`src/rtl/flash_cmd_pkg.sv`:
```
package flash_cmd_pkg;
  localparam int ENTRY_W = 20;
  localparam int IMM_W   = 8;
  localparam int DUMMY_W = 5;
  localparam int CS_IMM  = 5;

  // entry bit positions decoded by the executor
  localparam int B_DATA   = 8;
  localparam int B_EXP    = 9;
  localparam int B_MODE   = 10;
  localparam int B_CS_LO  = 12;
  localparam int B_BUS_LO = 14;
  localparam int B_TX     = 16;
  localparam int B_RX     = 17;

  typedef enum logic [2:0] {
    PH_IDLE, PH_CS_ON, PH_OPCODE, PH_ADDR, PH_DUMMY, PH_DATA, PH_CS_OFF
  } phase_t;

  typedef struct packed {
    logic   load;
    logic   addrStep;
    logic   dataStep;
    phase_t phase;
  } ctrl_strobe_t;

  typedef struct packed {
    logic hasAddr;
    logic addrLast;
    logic hasDummy;
    logic hasData;
    logic dataLast;
  } dp_status_t;

  function automatic logic [1:0] laneMode(input logic [2:0] w);
    case (w)
      3'd2:    return 2'b10;
      3'd4:    return 2'b11;
      default: return 2'b01;
    endcase
  endfunction

  function automatic logic [1:0] laneShift(input logic [1:0] m);
    case (m)
      2'b10:   return 2'd1;
      2'b11:   return 2'd2;
      default: return 2'd0;
    endcase
  endfunction
endpackage

```
`src/rtl/flash_cmd_dp.sv`:
```
module flash_cmd_dp
  import flash_cmd_pkg::*;
#(
  parameter int LEN_W  = 32,
  parameter int ADDR_W = 32
) (
  input  logic                               clk,
  input  logic                               rstN,
  input  ctrl_strobe_t                       strobe,
  input  logic [7:0]                         opcode,
  input  logic [2:0]                         opWidth,
  input  logic [$clog2(ADDR_W/8+1)-1:0]      addrBytes,
  input  logic [ADDR_W-1:0]                  addrVal,
  input  logic [2:0]                         addrWidth,
  input  logic [DUMMY_W-1:0]                 dummyBytes,
  input  logic [2:0]                         dummyWidth,
  input  logic [LEN_W-1:0]                   dataLen,
  input  logic [1:0]                         dataDir,
  input  logic [2:0]                         dataWidth,
  output dp_status_t                         status,
  output logic [ENTRY_W-1:0]                 entry
);
  localparam int ADDR_BYTES = ADDR_W / 8;
  localparam int ABC_W      = $clog2(ADDR_BYTES + 1);
  localparam int POS_W      = $clog2(LEN_W);

  logic [7:0]        opcodeQ;
  logic [1:0]        opModeQ, addrModeQ, dummyModeQ, dataModeQ;
  logic [ADDR_W-1:0] addrShQ;
  logic [ABC_W-1:0]  addrCntQ;
  logic [IMM_W-1:0]  dummyImmQ;
  logic              txDirQ;
  logic [LEN_W-1:0]  remQ;

  logic [ABC_W-1:0]  nBytes;
  logic [1:0]        dummyMode;
  logic [IMM_W-1:0]  dummyImm;
  logic [POS_W-1:0]  lowPos;
  logic              remBig;
  logic [LEN_W-1:0]  nextRem;

  assign nBytes    = (addrBytes > ABC_W'(ADDR_BYTES)) ? ABC_W'(ADDR_BYTES) : addrBytes;
  assign dummyMode = laneMode(dummyWidth);
  assign dummyImm  = IMM_W'({dummyBytes, 3'b000} >> laneShift(dummyMode));

  // lowest set bit at or above position 8
  always_comb begin
    lowPos = '0;
    for (int b = LEN_W - 1; b >= 8; b--) begin
      if (remQ[b]) lowPos = POS_W'(b);
    end
  end

  assign remBig  = |remQ[LEN_W-1:8];
  assign nextRem = remBig ? (remQ & ~(LEN_W'(1) << lowPos)) : '0;

  always_ff @(posedge clk or negedge rstN) begin
    if (!rstN) begin
      opcodeQ    <= '0;
      opModeQ    <= 2'b01;
      addrModeQ  <= 2'b01;
      dummyModeQ <= 2'b01;
      dataModeQ  <= 2'b01;
      addrShQ    <= '0;
      addrCntQ   <= '0;
      dummyImmQ  <= '0;
      txDirQ     <= 1'b0;
      remQ       <= '0;
    end else if (strobe.load) begin
      opcodeQ    <= opcode;
      opModeQ    <= laneMode(opWidth);
      addrModeQ  <= laneMode(addrWidth);
      dummyModeQ <= dummyMode;
      dataModeQ  <= laneMode(dataWidth);
      addrShQ    <= addrVal << (8 * (ADDR_BYTES - int'(nBytes)));
      addrCntQ   <= nBytes;
      dummyImmQ  <= dummyImm;
      txDirQ     <= (dataDir == 2'b10);
      remQ       <= (dataDir == 2'b01 || dataDir == 2'b10) ? dataLen : '0;
    end else begin
      if (strobe.addrStep) begin
        addrShQ  <= addrShQ << 8;
        addrCntQ <= addrCntQ - 1'b1;
      end
      if (strobe.dataStep) remQ <= nextRem;
    end
  end

  assign status.hasAddr  = (addrCntQ != '0);
  assign status.addrLast = (addrCntQ == ABC_W'(1));
  assign status.hasDummy = (dummyImmQ != '0);
  assign status.hasData  = (remQ != '0);
  assign status.dataLast = (nextRem == '0);

  always_comb begin
    entry = '0;
    if (strobe.phase != PH_IDLE) entry[B_BUS_LO] = 1'b1;
    case (strobe.phase)
      PH_CS_ON: begin
        entry[B_CS_LO]          = 1'b1;
        entry[B_MODE+:2]        = 2'b01;
        entry[IMM_W-1:0]        = IMM_W'(CS_IMM);
      end
      PH_OPCODE: begin
        entry[B_CS_LO]          = 1'b1;
        entry[B_TX]             = 1'b1;
        entry[B_MODE+:2]        = opModeQ;
        entry[IMM_W-1:0]        = opcodeQ;
      end
      PH_ADDR: begin
        entry[B_CS_LO]          = 1'b1;
        entry[B_TX]             = 1'b1;
        entry[B_MODE+:2]        = addrModeQ;
        entry[IMM_W-1:0]        = addrShQ[ADDR_W-1 -: 8];
      end
      PH_DUMMY: begin
        entry[B_CS_LO]          = 1'b1;
        entry[B_DATA]           = 1'b1;
        entry[B_MODE+:2]        = dummyModeQ;
        entry[IMM_W-1:0]        = dummyImmQ;
      end
      PH_DATA: begin
        entry[B_CS_LO]          = 1'b1;
        entry[B_DATA]           = 1'b1;
        entry[B_TX]             = txDirQ;
        entry[B_RX]             = !txDirQ;
        entry[B_MODE+:2]        = dataModeQ;
        entry[B_EXP]            = remBig;
        entry[IMM_W-1:0]        = remBig ? IMM_W'(lowPos) : remQ[IMM_W-1:0];
      end
      PH_CS_OFF: entry[IMM_W-1:0] = IMM_W'(CS_IMM);
      default: ;
    endcase
  end
endmodule

```
`src/rtl/flash_cmd_ctrl.sv`:
```
module flash_cmd_ctrl
  import flash_cmd_pkg::*;
(
  input  logic         clk,
  input  logic         rstN,
  input  logic         start,
  input  logic         entryReady,
  input  dp_status_t   status,
  output ctrl_strobe_t strobe,
  output logic         busy,
  output logic         entryValid
);
  phase_t state, nextState, afterAddr;
  logic   accept;

  assign entryValid = (state != PH_IDLE);
  assign busy       = entryValid;
  assign accept     = entryValid && entryReady;
  assign afterAddr  = status.hasDummy ? PH_DUMMY : (status.hasData ? PH_DATA : PH_CS_OFF);

  always_comb begin
    strobe.phase    = state;
    strobe.load     = start && (state == PH_IDLE);
    strobe.addrStep = accept && (state == PH_ADDR);
    strobe.dataStep = accept && (state == PH_DATA);
  end

  always_comb begin
    nextState = state;
    case (state)
      PH_IDLE:   if (start) nextState = PH_CS_ON;
      PH_CS_ON:  if (accept) nextState = PH_OPCODE;
      PH_OPCODE: if (accept) nextState = status.hasAddr ? PH_ADDR : afterAddr;
      PH_ADDR:   if (accept && status.addrLast) nextState = afterAddr;
      PH_DUMMY:  if (accept) nextState = status.hasData ? PH_DATA : PH_CS_OFF;
      PH_DATA:   if (accept && status.dataLast) nextState = PH_CS_OFF;
      PH_CS_OFF: if (accept) nextState = PH_IDLE;
      default:   nextState = PH_IDLE;
    endcase
  end

  always_ff @(posedge clk or negedge rstN) begin
    if (!rstN) state <= PH_IDLE;
    else       state <= nextState;
  end
endmodule

```
`src/rtl/flash_cmd_seq.sv`:
```
module flash_cmd_seq
  import flash_cmd_pkg::*;
#(
  parameter int LEN_W  = 32,
  parameter int ADDR_W = 32
) (
  input  logic                          clk,
  input  logic                          rstN,
  input  logic                          start,
  input  logic [7:0]                    opcode,
  input  logic [2:0]                    opWidth,
  input  logic [$clog2(ADDR_W/8+1)-1:0] addrBytes,
  input  logic [ADDR_W-1:0]             addrVal,
  input  logic [2:0]                    addrWidth,
  input  logic [4:0]                    dummyBytes,
  input  logic [2:0]                    dummyWidth,
  input  logic [LEN_W-1:0]              dataLen,
  input  logic [1:0]                    dataDir,
  input  logic [2:0]                    dataWidth,
  output logic                          busy,
  output logic                          entryValid,
  input  logic                          entryReady,
  output logic [19:0]                   entry
);
  ctrl_strobe_t strobe;
  dp_status_t   status;

  flash_cmd_ctrl u_ctrl (
    .clk(clk), .rstN(rstN), .start(start), .entryReady(entryReady),
    .status(status), .strobe(strobe), .busy(busy), .entryValid(entryValid)
  );

  flash_cmd_dp #(.LEN_W(LEN_W), .ADDR_W(ADDR_W)) u_dp (
    .clk(clk), .rstN(rstN), .strobe(strobe),
    .opcode(opcode), .opWidth(opWidth),
    .addrBytes(addrBytes), .addrVal(addrVal), .addrWidth(addrWidth),
    .dummyBytes(dummyBytes), .dummyWidth(dummyWidth),
    .dataLen(dataLen), .dataDir(dataDir), .dataWidth(dataWidth),
    .status(status), .entry(entry)
  );
endmodule

```
`config.mk`:
```
export PLATFORM = sky130hd
export DESIGN_NAME = flash_cmd_seq
export DESIGN_NICKNAME = d
export VERILOG_FILES = /design/src/rtl/flash_cmd_pkg.sv /design/src/rtl/flash_cmd_dp.sv /design/src/rtl/flash_cmd_ctrl.sv /design/src/rtl/flash_cmd_seq.sv
export SDC_FILE = /design/constraint.sdc
export NUM_CORES = 1
export LEC_CHECK = 0
export ABC_AREA = 1
export BUFFER_PORTS_ARGS = -buffer_cell sky130_fd_sc_hd__buf_2
export CAP_MARGIN = 20
export CORE_ASPECT_RATIO = 1.25
export CORE_UTILIZATION = 24
export CTS_CLUSTER_DIAMETER = 200
export DETAILED_ROUTE_END_ITERATION = 12
export PLACE_DENSITY = 0.48
export SETUP_SLACK_MARGIN = 0.2
export SLEW_MARGIN = 20
export SYNTH_ARGS = -nofsm -noshare
export SYNTH_HDL_FRONTEND = slang
export SYNTH_SLANG_ARGS = --single-unit
```
`constraint.sdc`:
```
create_clock -name clk -period 2.9 [get_ports clk]
set_input_delay 0.29 -clock clk [delete_from_list [all_inputs] [get_ports clk]]
set_output_delay 0.29 -clock clk [all_outputs]
set_load 0.05 [all_outputs]
```
==> flow_summary.json, run 1 <==
{
  "crit_path_end_kind": "flip-flop",
  "synth.yosys.warnings": 0,
  "status": "finished clean",
  "synth_cell_type_count": 46,
  "insertion_delay_ns": 0.35,
  "grt_first_pass_wirelength_um": 30600,
  "ys_seq_area_share_pct": 40.8,
  "p_int_mw": 3.99,
  "period_needed_ns": 2.82,
  "synth_top_family_by_area": "simple AND/OR/NAND/NOR gates",
  "drtPass1Iterations": 6,
  "dp_cells": 1251,
  "critPathLaunchType": "flip-flop",
  "skew_ns": 0.00973,
  "grt_max_degree": 53,
  "reg2reg_slack_ns": 0.08,
  "io_pins": 120,
  "fmax_mhz": 354,
  "fillers": 2667,
  "drive_above_1_share_pct": 23.5,
  "drt-total-wl_um": 19400,
  "rsz0062_at_grt": "true",
  "yosys_most_used_dff": "dfrtp_1",
  "overflow": 0,
  "combPwrFrac_pct": 55.9,
  "antenna_found_initial": 0,
  "die_area_um2": 24900,
  "h-tree-depth": 3,
  "worstSetupPathType": "flip-flop to flip-flop",
  "r2r-start": "u_dp.remQ[30]",
  "p_switching_mw": 3.94,
  "start_util_pct": 24.5,
  "drv_cap": 0,
  "worstMarginPinSlew_ns": 0.736,
  "gp_congestion": 0.878,
  "grt_use_total_pct": 16.0,
  "area_growth_pct": 27.1,
  "synth-compound-area-share_pct": 20.0,
  "p_seq_share_pct": 29.5,
  "hold_ws_ns": 0.00563,
  "synth_xor_area_share_pct": 0.300,
  "ant_nets": 0,
  "fin_nets": 1055,
  "p_leak_nw": 3.55,
  "syn_area_um2": 5830,
  "diodes": 0,
  "synthArstFlopShare_pct": 100,
  "reg2reg_depth": 24,
  "die_y_um": 176,
  "wire_per_inst_um": 15.2,
  "pwr-share-clk_pct": 14.6,
  "dp_hpwl_um": 14900,
  "drtIter0Drc": 415,
  "clkTransAtPathRegs_ns": 0.07,
  "fin_crit_sh_pct": 97.4,
  "final_max_slew_viol_count": 0,
  "synthAdderAreaFrac_pct": 1.07,
  "ctsRootBufferMaster": "clkbuf_16",
  "swShare_pct": 49.7,
  "grt_pass1_vias": 5769,
  "vias": 5855,
  "yosys.area_share.simple_pct": 27.7,
  "cts_num_sinks": 95,
  "cts_tree": "built",
  "synth_seq_cells": 95,
  "ir_drop_mv": 0.455,
  "muxShareOfSynthArea_pct": 0.687,
  "final_common_cell": "nand2_1",
  "final_cell_count_no_fill": 1282,
  "synth-edff-count": 0,
  "coreArea_um2": 23800,
  "cp_max_fo": 5,
  "drc": 0,
  "powerDensity_nw_per_um2": 1070,
  "slew_headroom_pct": 51.0,
  "clock_path_buffers": 2,
  "timing.final.hold_violations": 0,
  "die_w_um": 141,
  "final_cell_mix": "249 x nand2_1, 105 x buf_2, 91 x dfrtp_1, 89 x o21ai_0, 87 x inv_1",
  "critPathArrivalTime_ns": 3.06,
  "vias_per_cell": 4.57,
  "avgSynthCellArea_um2": 7.07,
  "syn_inst": 825,
  "timing.rr.end": "u_ctrl.state[1]",
  "hp-class": "primary input to async pin",
  "num_rows": 63,
  "cts_buffers": 9,
  "setup_viol": 0,
  "portBuffers": 115,
  "worst_ep_required_time_ns": 3.14
}
==> cell usage after synthesis, types with 5 or more instances <==
master      n  share of area [%]
a32oi_1     5               0.75
o22ai_1     5               0.54
o21ai_0    94                8.1
a31oi_1    14                1.5
dfrtp_1    91                 39
a21oi_1    22                1.9
o211ai_1   10                1.3
nand2_1   257                 17
o221ai_1    7                1.1
nor2_1     63                4.1
inv_1      89                5.7
nand3_1    24                2.1
clkbuf_1   32                2.1
o21ai_1     5               0.43
ha_1        5                1.1
buf_4       6               0.77
inv_2       8               0.51
a22oi_1    12                1.5
nand4_1    13                1.4
nor3_1      5               0.43
a221oi_1    5               0.75
==> metal layers <==
metal | vias up | global-route usage, % | wire (µm)
met4 | 0 | 4.70 | 245
met2 | 174 | 26.1 | 9000
met5 | - | 0 | 0
met1 | 2692 | 21.5 | 9180
li1 | 2973 | - | -
met3 | 16 | 3.15 | 1020
==> power by group through the flow <==
stage	Clock [mW]	Sequential, mW	Combinational (mW)
2_1_floorplan	0	2.20	2.92
3_3_place_gp	0	2.34	4.01
3_5_place_dp	0	2.35	4.01
4_1_cts	1.20	2.34	4.26
5_1_grt	1.25	2.41	4.92
6_report	1.16	2.34	4.43
==> sequential cells by signal, summed over array words and instances (netlist names) <==
signal,flops
u_ctrl.state,3
u_dp.addrCntQ,3
u_dp.addrModeQ,2
u_dp.addrShQ,32
u_dp.dataModeQ,2
u_dp.dummyImmQ,8
u_dp.dummyModeQ,2
u_dp.opModeQ,2
u_dp.opcodeQ,8
u_dp.remQ,32
u_dp.txDirQ,1
==> worst max-delay path, cell delays in order (launching register included) <==
cell      delay (ns)
dfrtp_1         0.36
inv_2           0.05
buf_4           0.12
nand2_1         0.09
nand3_1         0.08
nand3_1         0.07
nand3_1         0.07
nand3_1         0.07
nand2_1         0.05
nand2_1         0.07
a21oi_1         0.07
a21oi_1         0.16
nor3_2          0.07
nor2_4          0.15
nand4_1         0.22
o21bai_1        0.23
nand2_1         0.07
nor2_1          0.09
nand2_1         0.09
nor3_4          0.14
nand2_1         0.08
nand2_2         0.09
nand2_2         0.07
nand2_1         0.07
nand2_1         0.05
==> worst max-delay path by stage <==
stage	from	to	slack, ns	cells after the start
2_1_floorplan	u_dp.remQ[13]	entry[5]	0.11	9
3_3_place_gp	u_dp.remQ[13]	u_ctrl.state[2]	-0.26	14
3_5_place_dp	u_dp.remQ[13]	u_ctrl.state[1]	-0.20	14
4_1_cts	u_dp.remQ[31]	u_ctrl.state[1]	0.13	32
5_1_grt	u_dp.remQ[30]	u_ctrl.state[0]	-0.19	32
6_report	u_dp.remQ[30]	u_ctrl.state[1]	0.08	24
==> cell families (layout without fill, tap and decap cells) <==
family / after synthesis / after routing
AO/OA/AOI/OAI: 195 / 195
XOR/XNOR: 2 / 2
adder cells (fa/ha/maj): 5 / 5
buffers and inverters: 139 / 268
flip-flops: 95 / 95
multiplexers: 4 / 4
other: 1 / 4
AND/OR/NAND/NOR: 384 / 384
==> cell type report <==
| type | instances | area (µm²) | share of cell area, % |
|---|---|---|---|
| clock buffers | 10 | 229 | 3.09 |
| clock inverters | 6 | 51.3 | 0.692 |
| inverters | 98 | 379 | 5.11 |
| multi-input cells | 594 | 3050 | 41.1 |
| flip-flops and latches | 95 | 2380 | 32.1 |
| well taps | 325 | 407 | 5.48 |
| repair buffers | 154 | 917 | 12.4 |
==> metrics by stage <==
stage / power, mW / instance area (µm²) / TNS (ns) / setup WS, ns / util [%]
4_1_cts: 7.79 / 7280 / 0 / 0.127 / 30.6
2_1_floorplan: 5.12 / 5840 / 0 / 0.110 / -
3_5_place_dp: 6.36 / 6850 / -0.600 / -0.203 / 28.8
5_1_grt: 8.58 / 7410 / -0.759 / -0.190 / 31.1
3_3_place_gp: 6.36 / 6850 / -0.773 / -0.262 / 28.8
6_report: 7.93 / 7410 / 0 / 0.0765 / 31.1
==> repair_timing <==
| action | in CTS | in global routing |
|---|---|---|
| gates resized for setup | 28 | 24 |
| hold buffers | 0 | 0 |
| setup buffers | 6 | 9 |
| setup endpoints to repair | 11 | 28 |
| pin swaps | 4 | 11 |
Note: power is estimated with default switching activity, not from simulation.
==> run 2: changes to the inputs <==
--- a/config.mk
+++ b/config.mk
@@ -10,10 +10,12 @@
 export CAP_MARGIN = 20
 export CORE_ASPECT_RATIO = 1.25
 export CORE_UTILIZATION = 24
+export CTS_BUF_LIST = sky130_fd_sc_hd__clkbuf_4 sky130_fd_sc_hd__clkbuf_8 sky130_fd_sc_hd__clkbuf_16
 export CTS_CLUSTER_DIAMETER = 200
 export DETAILED_ROUTE_END_ITERATION = 12
+export MAX_ROUTING_LAYER = met4
 export PLACE_DENSITY = 0.48
-export SETUP_SLACK_MARGIN = 0.2
+export SETUP_SLACK_MARGIN = 0.15
 export SLEW_MARGIN = 20
 export SYNTH_ARGS = -nofsm -noshare
 export SYNTH_HDL_FRONTEND = slang
==> flow_summary.json, run 2 (synthesized netlist as in run 1, its figures left out) <==
{
  "hp-class": "primary input to async pin",
  "vias": 5859,
  "fin_nets": 1058,
  "grt_pass1_vias": 5754,
  "wire_per_inst_um": 15.1,
  "coreArea_um2": 23800,
  "combPwrFrac_pct": 55.9,
  "drtIter0Drc": 361,
  "final_cell_mix": "251 x nand2_1, 106 x buf_2, 91 x dfrtp_1, 90 x o21ai_0, 88 x inv_1",
  "die_y_um": 176,
  "drc": 0,
  "h-tree-depth": 3,
  "io_pins": 120,
  "die_area_um2": 24900,
  "gp_congestion": 0.893,
  "diodes": 0,
  "p_leak_nw": 3.57,
  "dp_hpwl_um": 14900,
  "drv_cap": 0,
  "antenna_found_initial": 0,
  "p_int_mw": 4.03,
  "final_max_slew_viol_count": 0,
  "clkTransAtPathRegs_ns": 0.08,
  "slowest_stage": "dfrtp_1",
  "ant_nets": 0,
  "clock_path_buffers": 2,
  "period_needed_ns": 2.81,
  "final_cell_count_no_fill": 1285,
  "p_switching_mw": 3.94,
  "powerDensity_nw_per_um2": 1070,
  "worst_ep_required_time_ns": 3.14,
  "drtPass1Iterations": 4,
  "die_w_um": 141,
  "fillers": 2661,
  "swShare_pct": 49.4,
  "portBuffers": 115,
  "critPathMaxStageDelay_ns": 0.36,
  "critPathLaunchType": "flip-flop",
  "placed_area_um2": 6850,
  "vias_per_cell": 4.56,
  "p_seq_share_pct": 29.4,
  "timing.final.hold_violations": 0,
  "cp_cell_sequence": "inv_2, buf_4, nand2_1, nand3_1, nand3_1, nand3_1, nand3_1, nand2_1, nand2_1, a21oi_1, a21oi_1, nor3_2, nor2_4, nand4_1, o21bai_1, nand2_1, nor2_1, nand2_1, nor3_4, nand2_1, nand2_2, nand2_2, nand2_1, nand2_1",
  "dp_slack_ns": -0.203,
  "crit_top_cell": "nand2_1",
  "overflow": 0,
  "fin_crit_sh_pct": 96.9,
  "worstMarginPinSlew_ns": 0.813,
  "grt_use_total_pct": 16.5,
  "reg.largest.list": "u_dp.addrShQ: 32 flops, u_dp.remQ: 32 flops",
  "final_common_cell": "nand2_1",
  "slew_headroom_pct": 45.8,
  "critPathArrivalTime_ns": 3.05,
  "start_util_pct": 24.5,
  "skew_ns": 0.0102,
  "status": "finished clean",
  "ctsRootBufferMaster": "clkbuf_16",
  "pwr-share-clk_pct": 14.7,
  "ir_drop_mv": 0.453,
  "drt-total-wl_um": 19400,
  "ctsHoldBuffers": 0,
  "hold_ws_ns": 0.00540,
  "rsz0062_at_grt": "true",
  "area_growth_pct": 27.6,
  "dp_cells": 1251,
  "fmax_mhz": 356,
  "grt_first_pass_wirelength_um": 30600,
  "crit_path_end_kind": "flip-flop",
  "drive_above_1_share_pct": 23.9,
  "insertion_delay_ns": 0.36,
  "num_rows": 63,
  "power_mw": 7.97,
  "cp_max_fo": 5,
  "design_area_um2": 7440,
  "setup_viol": 0,
  "seqCellArea_um2": 2380,
  "worst_slack_ns": 0.0895,
  "worstSetupPathType": "flip-flop to flip-flop",
  "cts_buffers": 9,
  "cts_num_sinks": 95,
  "grt_max_degree": 53,
  "multi_input_area_um2": 3050,
  "cts_tree": "built"
}
==> run 2: final timing paths <==
path                       cells after the start  slack [ns]           endpoint         startpoint
min reg2reg                                    2        0.47  u_dp.addrModeQ[0]  u_dp.addrModeQ[0]
max in group asynchronous                      2        2.14    u_dp.opModeQ[0]               rstN
min                                            1       0.005  u_dp.dummyImmQ[2]               rstN
max reg2reg                                   24        0.09    u_ctrl.state[1]      u_dp.remQ[30]
max                                           24        0.09    u_ctrl.state[1]      u_dp.remQ[30]
min in group clk                               3        0.12    u_dp.opcodeQ[6]          opcode[6]
==> run 2: cell type report <==
class,instances,area share (%)
Sequential cell,95,32.0
Tap cell,325,5.47
Clock inverter,6,0.690
Inverter,98,5.01
Clock buffer,10,3.13
Multi-Input combinational cell,594,40.9
Timing Repair Buffer,157,12.7
==> run 2: critical path: cells and delay by family, from the launching register on <==
| family | cells | cell delay (ns) |
|---|---|---|
| flip-flops | 1 | 0.36 |
| AO/OA/AOI/OAI | 3 | 0.46 |
| AND/OR/NAND/NOR | 19 | 1.68 |
| buffers and inverters | 2 | 0.17 |
==> run 2: power groups by stage <==
| stage | logic (mW) | registers (mW) | clock network (mW) |
|---|---|---|---|
| final | 4.45 | 2.34 | 1.17 |
| after detailed placement | 4.01 | 2.35 | 0 |
| after global placement | 4.01 | 2.34 | 0 |
| after global routing | 4.94 | 2.41 | 1.26 |
| after CTS | 4.23 | 2.34 | 1.21 |
| after floorplan | 2.92 | 2.20 | 0 |
==> run 2: what timing repair did <==
item / CTS / global route
resized for setup: 23 / 28
buffers inserted: 6 / 12
pin swaps: 6 / 10
setup endpoints to repair: 11 / 21
==> run 2: through the flow <==
stage / TNS, ns / util [%]
floorplan: 0 / -
global placement: -0.773 / 28.8
detailed placement: -0.600 / 28.8
CTS: 0 / 30.5
global route: -0.848 / 31.3
finish: 0 / 31.3
==> run 2: metal layers <==
| metal | part of all wire, % | track usage, % |
|---|---|---|
| met5 | 0 | - |
| met4 | 1.8 | 5.38 |
| met3 | 4.9 | 2.63 |
| met2 | 46 | 26.0 |
| met1 | 47 | 21.6 |
==> run 3: changes to the inputs <==
--- a/config.mk
+++ b/config.mk
@@ -6,17 +6,18 @@
 export NUM_CORES = 1
 export LEC_CHECK = 0
 export ABC_AREA = 1
-export BUFFER_PORTS_ARGS = -buffer_cell sky130_fd_sc_hd__buf_2
 export CAP_MARGIN = 20
 export CORE_ASPECT_RATIO = 1.25
 export CORE_UTILIZATION = 24
 export CTS_BUF_LIST = sky130_fd_sc_hd__clkbuf_4 sky130_fd_sc_hd__clkbuf_8 sky130_fd_sc_hd__clkbuf_16
 export CTS_CLUSTER_DIAMETER = 200
 export DETAILED_ROUTE_END_ITERATION = 12
+export DONT_BUFFER_PORTS = 1
 export MAX_ROUTING_LAYER = met4
-export PLACE_DENSITY = 0.48
+export PLACE_DENSITY = 0.44
 export SETUP_SLACK_MARGIN = 0.15
 export SLEW_MARGIN = 20
 export SYNTH_ARGS = -nofsm -noshare
 export SYNTH_HDL_FRONTEND = slang
 export SYNTH_SLANG_ARGS = --single-unit
+export TNS_END_PERCENT = 1
==> flow_summary.json, run 3 (synthesized netlist as in run 1, its figures left out) <==
{
  "ir_drop_mv": 0.290,
  "dp_hpwl_um": 14800,
  "crit_path_end_kind": "primary output",
  "final_max_slew_viol_count": 0,
  "clock_path_buffers": 2,
  "die_area_um2": 24900,
  "rsz0062_at_grt": "true",
  "fin_crit_sh_pct": 96.0,
  "worstMarginPinSlew_ns": 0.616,
  "p_int_mw": 3.88,
  "clkTransAtPathRegs_ns": 0.07,
  "period_needed_ns": 2.79,
  "swShare_pct": 49.8,
  "start_util_pct": 24.5,
  "area_growth_pct": 16.6,
  "h-tree-depth": 3,
  "setup_viol": 0,
  "drt-total-wl_um": 19400,
  "worst_ep_required_time_ns": 2.61,
  "dp_slack_ns": -0.177,
  "grt_first_pass_wirelength_um": 30500,
  "slew_headroom_pct": 58.8,
  "fmax_mhz": 359,
  "portBuffers": 0,
  "pwr-share-clk_pct": 15.2,
  "final_core_util_pct": 28.6,
  "gp_congestion": 0.865,
  "placed_area_um2": 6350,
  "critPathArrivalTime_ns": 2.50,
  "worstSetupPathType": "flip-flop to primary output",
  "p_switching_mw": 3.86,
  "final_common_cell": "nand2_1",
  "cts_num_sinks": 95,
  "num_rows": 63,
  "insertion_delay_ns": 0.35,
  "cp_max_fo": 9,
  "vias_per_cell": 4.73,
  "coreArea_um2": 23800,
  "drtPass1Iterations": 4,
  "die_y_um": 176,
  "ant_nets": 0,
  "drv_cap": 0,
  "grt_pass1_vias": 5535,
  "dp_cells": 1148,
  "fin_nets": 945,
  "power_mw": 7.74,
  "grt_use_total_pct": 16.6,
  "io_pins": 120,
  "worst_slack_ns": 0.115,
  "timing.final.hold_violations": 0,
  "cts_buffers": 9,
  "antenna_found_initial": 0,
  "final_cell_count_no_fill": 1172,
  "tns_ns": 0,
  "cts_tree": "built",
  "wire_per_inst_um": 16.5,
  "hold_ws_ns": 0.0485,
  "vias": 5541,
  "status": "finished clean",
  "drc": 0,
  "hp-class": "primary input to flip-flop",
  "skew_ns": 0.00890,
  "grt_max_degree": 96,
  "powerDensity_nw_per_um2": 1140,
  "die_w_um": 141,
  "ctsRootBufferMaster": "clkbuf_16",
  "drtIter0Drc": 284,
  "diodes": 0,
  "final_cell_mix": "252 x nand2_1, 91 x dfrtp_1, 89 x o21ai_0, 89 x inv_1, 61 x nor2_1",
  "overflow": 0,
  "p_seq_share_pct": 30.4,
  "critPathLaunchType": "flip-flop",
  "p_leak_nw": 3.11,
  "reg.largest.list": "u_dp.addrShQ: 32 flops, u_dp.remQ: 32 flops",
  "drive_above_1_share_pct": 11.9,
  "design_area_um2": 6800,
  "combPwrFrac_pct": 54.4
}
-- run 3: per-layer routing --
layer  vias up  GRT usage (%)  share of wire [%]
li1       2757              -                  -
met1      2590           20.8                 45
met2       167           27.4                 49
met3        27           2.09                4.4
met4         0           6.18                2.3
met5         -              -                  0
-- run 3: final timing paths --
check / startpoint / end / slack (ns) / cells past startpoint
setup / recovery: u_dp.remQ[14] / entry[1] / 0.11 / 10
hold / removal: opcode[4] / u_dp.opcodeQ[4] / 0.05 / 2
setup reg to reg: u_dp.remQ[30] / u_ctrl.state[2] / 0.11 / 34
hold reg to reg: u_dp.addrModeQ[0] / u_dp.addrModeQ[0] / 0.47 / 2
max in group asynchronous: rstN / u_dp.addrModeQ[0] / 1.98 / 2
min in group asynchronous: rstN / u_dp.dataModeQ[1] / 0.53 / 2
-- run 3: final cells by class --
cell class | instances | area [µm²]
Multi-Input combinational cell | 594 | 3000
Tap cell | 325 | 407
Clock inverter | 6 | 50.0
Clock buffer | 10 | 233
Inverter | 98 | 368
Timing Repair Buffer | 44 | 360
Fill cell | 2673 | 17000
Sequential cell | 95 | 2380
-- run 3: power groups by stage --
| stage | combinational (mW) | clock, mW | sequential, mW |
|---|---|---|---|
| 2_1_floorplan | 2.92 | 0 | 2.20 |
| 3_3_place_gp | 4.00 | 0 | 2.38 |
| 3_5_place_dp | 4.00 | 0 | 2.37 |
| 4_1_cts | 4.22 | 1.22 | 2.36 |
| 5_1_grt | 4.70 | 1.26 | 2.43 |
| 6_report | 4.21 | 1.17 | 2.35 |
-- run 3: worst max-delay path, stage by stage, from the launching register on --
cell	delay, ns
dfrtp_1	0.43
nor4_4	0.34
nand2_2	0.14
inv_2	0.13
nand2_1	0.09
nor2_1	0.15
inv_2	0.12
nor2_1	0.14
inv_1	0.15
o221ai_2	0.24
buf_6	0.20
-- run 3: timing repair --
item | 4_1_cts | 5_1_grt
endpoints found under the hold margin | 95 | 0
setup buffers | 5 | 1
pin swaps | 4 | 8
hold buffers | 2 | 0
gates resized for setup | 12 | 9
gates cloned | 0 | 0
setup endpoints to repair | 11 | 34
